==> src/rtl/nor_burst_pkg.sv <==
package nor_burst_pkg;

    localparam int LAT_W = 4;

    typedef enum logic [2:0] {
        ST_IDLE,
        ST_PG_INIT,
        ST_PG_READ,
        ST_BU_LAT,
        ST_BU_DATA,
        ST_BU_END
    } rd_state_t;

    typedef enum logic [1:0] {
        BL_4    = 2'b00,
        BL_8    = 2'b01,
        BL_16   = 2'b10,
        BL_CONT = 2'b11
    } blen_t;

    // Field order fixes the encoding on addr[6:0]: {lat, blen, sync_en}
    typedef struct packed {
        logic [LAT_W-1:0] lat;
        blen_t            blen;
        logic             sync_en;
    } rdcfg_t;

    localparam int CFG_W = $bits(rdcfg_t);

    // index of last beat in a fixed-length burst
    function automatic logic [3:0] blen_last(blen_t b);
        unique case (b)
            BL_4:    return 4'd3;
            BL_8:    return 4'd7;
            BL_16:   return 4'd15;
            default: return 4'd15;
        endcase
    endfunction

endpackage

==> src/rtl/nor_cfg_reg.sv <==
module nor_cfg_reg
    import nor_burst_pkg::*;
#(
    parameter int RST_LAT = 3
) (
    input  logic             clk,
    input  logic             rst_n,
    input  logic             we,
    input  logic [CFG_W-1:0] din,
    output rdcfg_t           cfg
);

    always_ff @(posedge clk or negedge rst_n) begin
        if (!rst_n) begin
            cfg.sync_en <= 1'b0;
            cfg.blen    <= BL_4;
            cfg.lat     <= LAT_W'(RST_LAT);
        end else if (we) begin
            cfg <= rdcfg_t'(din);
        end
    end

endmodule

==> src/rtl/nor_word_rom.sv <==
module nor_word_rom #(
    parameter int AW = 8,
    parameter int DW = 16
) (
    input  logic [AW-1:0] raddr,
    output logic [DW-1:0] rdata
);

    localparam int DEPTH = 1 << AW;

    logic [DW-1:0] mem [DEPTH];

    // fixed content pattern: high byte = low address byte XOR 5A
    for (genvar i = 0; i < DEPTH; i++) begin : g_word
        assign mem[i] = DW'({8'(i) ^ 8'h5A, 8'(i)});
    end

    assign rdata = mem[raddr];

endmodule

==> src/rtl/nor_burst_addr.sv <==
module nor_burst_addr
    import nor_burst_pkg::*;
#(
    parameter int AW = 8
) (
    input  logic [AW-1:0] cur,
    input  blen_t         blen,
    output logic [AW-1:0] nxt
);

    logic [AW-1:0] mask;
    logic [AW-1:0] inc;

    assign inc = cur + 1'b1;

    always_comb begin
        unique case (blen)
            BL_4:    mask = AW'(3);
            BL_8:    mask = AW'(7);
            BL_16:   mask = AW'(15);
            default: mask = '1;
        endcase
    end

    // keep the group bits, advance only the in-group bits
    assign nxt = (cur & ~mask) | (inc & mask);

endmodule

==> src/rtl/nor_burst_reader.sv <==
module nor_burst_reader
    import nor_burst_pkg::*;
#(
    parameter int AW       = 8,
    parameter int DW       = 16,
    parameter int PW       = 4,
    parameter int INIT_CYC = 4,
    parameter int RST_LAT  = 3
) (
    input  logic          clk,
    input  logic          rst_n,
    input  logic          ce_n,
    input  logic          oe_n,
    input  logic          adv_n,
    input  logic          cfg_we,
    input  logic [AW-1:0] addr,
    output logic [DW-1:0] dq,
    output logic          dq_oe,
    output logic          dvalid,
    output logic          wait_o
);

    localparam int INIT_W = $clog2(INIT_CYC + 1);
    localparam int CW     = (LAT_W > INIT_W) ? LAT_W : INIT_W;

    rd_state_t         state, state_d;
    logic [CW-1:0]     cnt, cnt_d;
    logic [3:0]        beat, beat_d;
    logic [AW-1:0]     cur, cur_d;
    logic [AW-PW-1:0]  page_q, page_d;

    rdcfg_t            cfg;
    logic [AW-1:0]     nxt;
    logic [AW-1:0]     rd_addr;
    logic [DW-1:0]     rom_q;
    logic              page_hit;

    nor_cfg_reg #(.RST_LAT(RST_LAT)) u_cfg (
        .clk   (clk),
        .rst_n (rst_n),
        .we    (cfg_we),
        .din   (addr[CFG_W-1:0]),
        .cfg   (cfg)
    );

    nor_burst_addr #(.AW(AW)) u_seq (
        .cur  (cur),
        .blen (cfg.blen),
        .nxt  (nxt)
    );

    assign rd_addr  = (state == ST_PG_READ) ? {page_q, addr[PW-1:0]} : cur;
    assign page_hit = (addr[AW-1:PW] == page_q);

    nor_word_rom #(.AW(AW), .DW(DW)) u_rom (
        .raddr (rd_addr),
        .rdata (rom_q)
    );

    // state register
    always_ff @(posedge clk or negedge rst_n) begin
        if (!rst_n) begin
            state  <= ST_IDLE;
            cnt    <= '0;
            beat   <= '0;
            cur    <= '0;
            page_q <= '0;
        end else begin
            state  <= state_d;
            cnt    <= cnt_d;
            beat   <= beat_d;
            cur    <= cur_d;
            page_q <= page_d;
        end
    end

    // next state
    always_comb begin
        state_d = state;
        cnt_d   = cnt;
        beat_d  = beat;
        cur_d   = cur;
        page_d  = page_q;
        if (cfg_we || ce_n) begin
            state_d = ST_IDLE;
        end else if (!adv_n) begin
            cur_d  = addr;
            page_d = addr[AW-1:PW];
            beat_d = '0;
            if (!cfg.sync_en) begin
                state_d = ST_PG_INIT;
                cnt_d   = CW'(INIT_CYC - 1);
            end else if (cfg.lat == '0) begin
                state_d = ST_BU_DATA;
            end else begin
                state_d = ST_BU_LAT;
                cnt_d   = CW'(cfg.lat - 1'b1);
            end
        end else begin
            unique case (state)
                ST_IDLE, ST_PG_READ, ST_BU_END: ;
                ST_PG_INIT: begin
                    if (cnt == '0) state_d = ST_PG_READ;
                    else           cnt_d   = cnt - 1'b1;
                end
                ST_BU_LAT: begin
                    if (cnt == '0) state_d = ST_BU_DATA;
                    else           cnt_d   = cnt - 1'b1;
                end
                ST_BU_DATA: begin
                    cur_d  = nxt;
                    beat_d = beat + 1'b1;
                    if (cfg.blen != BL_CONT && beat == blen_last(cfg.blen))
                        state_d = ST_BU_END;
                end
                default: state_d = ST_IDLE;
            endcase
        end
    end

    // outputs
    always_comb begin
        dvalid = 1'b0;
        wait_o = 1'b0;
        unique case (state)
            ST_PG_READ: dvalid = !ce_n && page_hit;
            ST_BU_LAT:  wait_o = !ce_n;
            ST_BU_DATA: dvalid = !ce_n;
            default: ;
        endcase
        dq_oe = !ce_n && !oe_n;
        dq    = dq_oe ? rom_q : '0;
    end

endmodule

==> config.mk <==
export PLATFORM = sky130hd
export DESIGN_NAME = nor_burst_reader
export DESIGN_NICKNAME = d
export VERILOG_FILES = /design/src/rtl/nor_burst_pkg.sv /design/src/rtl/nor_cfg_reg.sv /design/src/rtl/nor_word_rom.sv /design/src/rtl/nor_burst_addr.sv /design/src/rtl/nor_burst_reader.sv
export SDC_FILE = /design/constraint.sdc
export NUM_CORES = 1
export LEC_CHECK = 0
export ABC_AREA = 1
export BUFFER_PORTS_ARGS = -buffer_cell sky130_fd_sc_hd__buf_2
export CORE_UTILIZATION = 55
export CTS_CLUSTER_SIZE = 20
export DETAILED_ROUTE_END_ITERATION = 10
export HOLD_SLACK_MARGIN = 0.02
export PLACE_DENSITY = 0.84
export SYNTH_ARGS = -nofsm -noshare
export SYNTH_HDL_FRONTEND = slang
export SYNTH_SLANG_ARGS = --single-unit
==> constraint.sdc <==
create_clock -name clk -period 1.9 [get_ports clk]
set_input_delay 0.19 -clock clk [delete_from_list [all_inputs] [get_ports clk]]
set_output_delay 0.19 -clock clk [all_outputs]
set_load 0.005 [all_outputs]
==> results.toml <==
[sta]
fin_crit_ps = 1770
tns_ps = 0
final.setup.worst_slack_ps = 128
relSlewSlack = 0.538
max_freq_ghz = 0.564
tightestPinTransition_ps = 692
fin_skew_ps = 5.46
rsz0062_at_grt = "no"
hold_ws_ps = 129
post-route-period-util = 0.933
setup_viol = 0
drv_slew = 0
hold_violations = 0

[pwr]
peakVddDrop_mv = 0.461
p_leak_nw = 1.25
powerDensity_nw_per_um2 = 796

[clock_network]
clock-root-buffer = "clkbuf_8"
clock_sinks = 30
cts_tree = "built"
cts_max_path_buffers = 2
clkLatencyLatePin_ps = 290
path_clk_slew_ps = 60
cts_made_buffers = 5
h-tree-depth = 2

[global_route]
grt_use_total = 0.278
grt_pass1_wl_um = 8580
antenna_found_initial = 0
grt_pass1_vias = 1966
overflow = 0
grt_max_degree = 31

[yosys]
synth_top_family_by_area = "simple AND/OR/NAND/NOR gates"
yosys_warnings = 0
synth_xor_area_frac = 0.0169
synth_mux_area_frac = 0
synthesis.area_per_instance_um2 = 6.75
synth_compound_area_frac = 0.148
ys_seq_area_frac = 0.364
syn_nets = 324
syn_area_um2 = 2070
synth_cell_types = 29
synth_adder_area_share = 0.0242
yosys.area_share.simple = 0.331
synth-seq-cells = 30
netlist_instances = 306

[route]
drcViolationCount = 0
via_count = 2032
vias_per_cell = 5.31
drt_first_pass_iters = 4
ant_nets = 0
drt_iter0_drc = 198
wirelength_um = 4960
avgRoutedWirePerCell_um = 13.0

[die]
core_um2 = 3470
ios = 33
die_h_um = 63.3
dieArea_um2 = 4010
die_w_um = 63.3
start_util = 0.596
rows = 21

[layout]
nets = 355
syn_to_final_growth_pct = 12.3
num_antenna_cells = 0
drive_above_1_share = 0.181
finalInstanceArea_um2 = 2320

[run]
drv_cap = 0

[placement]
gp_congestion = 0.894
hpwlAfterDp_um = 3630
post_dp_cell_area_um2 = 2220
portBuffers = 32
pre_cts_ws_ps = 329

[worst_setup_path]
crit_arrival_ps = 1580
start_kind = "register"
worstSetupPathType = "reg -> out"
path_max_fanout = 9
cp.required_ps = 1710
endpoint_kind = "output pin"

[min_path]
hp-class = "in -> reg"

[status]
outcome = "finished clean"
metal layers:
layer | track usage | vias to the layer above | wire length (um)
met5 | 0 | - | 0
met2 | 0.453 | 75 | 2370
met3 | 0.0670 | 7 | 365
met4 | 0.111 | 0 | 88
li1 | - | 1019 | -
met1 | 0.353 | 931 | 2140
placed cells by master (no fill, tap or decap):
cell,count
a21boi_2,2
a21oi_1,9
a22o_1,2
buf_2,32
buf_4,1
clkbuf_1,2
clkbuf_8,5
dfrtp_1,28
dfstp_2,2
dlygate4sd3_1,1
ha_1,4
inv_1,42
inv_2,2
nand2_1,81
nand2_2,7
nand3_1,19
nand3_2,1
nand3_4,1
nand3b_1,2
nor2_1,45
nor2_2,1
nor2_4,2
nor3_1,2
o21a_1,1
o21ai_0,30
o21ai_1,1
o21ai_2,5
o22ai_1,1
o31ai_1,2
xnor2_1,2
xor2_1,2
logic make-up (layout without fill, tap and decap cells):
group / after synthesis / after routing
AND/OR/NAND/NOR: 160 / 161
adder cells (fa/ha/maj): 4 / 4
buffers and inverters: 55 / 85
flip-flops: 30 / 30
XOR/XNOR: 4 / 4
AO/OA/AOI/OAI: 53 / 53
per-stage QoR:
stage                util  power [W]  instances
finish              0.669    0.00185        383
global route        0.669    0.00199        383
CTS                 0.664    0.00185        382
detailed placement  0.639    0.00136        374
global placement    0.639    0.00134        374
floorplan               -    0.00121        306
synth_stat cells:
| library cell | n | area [um2] |
|---|---|---|
| o21a_1 | 1 | 7.51 |
| buf_6 | 1 | 11.3 |
| nand3_4 | 1 | 17.5 |
| nand3b_1 | 2 | 15.0 |
| o21ai_2 | 3 | 26.3 |
| a21boi_2 | 2 | 22.5 |
| buf_2 | 2 | 10.0 |
| nor2_2 | 1 | 6.26 |
| dfstp_2 | 2 | 52.6 |
| o21ai_0 | 32 | 160 |
| o31ai_1 | 2 | 15.0 |
| o21ai_1 | 1 | 5.00 |
| a21oi_1 | 9 | 45.0 |
| nand2_2 | 7 | 43.8 |
| nor2_1 | 45 | 169 |
| xnor2_1 | 2 | 17.5 |
| clkbuf_2 | 1 | 5.00 |
| clkbuf_1 | 1 | 3.75 |
| nand3_1 | 19 | 95.1 |
| nor2_4 | 2 | 22.5 |
| nor3_1 | 2 | 10.0 |
| buf_4 | 6 | 45.0 |
| dfrtp_1 | 28 | 701 |
| a22o_1 | 2 | 17.5 |
| ha_1 | 4 | 50.1 |
| inv_1 | 44 | 165 |
| xor2_1 | 2 | 17.5 |
| o22ai_1 | 1 | 6.26 |
| nand2_1 | 81 | 304 |
final timing paths:
kind                       cells past startpoint      endpoint  slack (ps)     start
max                                            6        dq[14]         130  state[2]
min                                            3  u_cfg.cfg[4]         130   addr[4]
max reg2reg                                    8      register         410  state[1]
min reg2reg                                    2        cnt[0]         490    cnt[0]
max in group asynchronous                      2     async pin         970     rst_n
min in group asynchronous                      2        cnt[2]         480     rst_n
worst max-delay path: stages, from the launching register on:
cell and delay [ps]:
dfrtp_1 480, inv_2 150, nand3_4 170, o21ai_0 250, inv_1 60, nor2_1 80
buf_2 120
where the power goes:
group          internal (W)  leakage, nW  switching (W)  total [W]
registers          0.000744        0.371      0.0000933   0.000838
clock network      0.000252       0.0383       0.000232   0.000484
logic              0.000202        0.837       0.000324   0.000526
area by class of cell:
| type | instances | area, um2 |
|---|---|---|
| Fill cell | 317 | 1150 |
| Multi-Input combinational cell | 222 | 1090 |
| Sequential cell | 30 | 753 |
| Timing Repair Buffer | 34 | 178 |
| Inverter | 44 | 165 |
| Clock buffer | 7 | 76.3 |
| Tap cell | 46 | 57.6 |
timing repair:
item	4_1_cts	5_1_grt
endpoints found under the setup margin	0	5
hold buffers	1	0
resized for setup	0	6
endpoints found under the hold margin	28	0
buffers inserted	0	0
No activity file was read; power rests on OpenSTA's default activity.
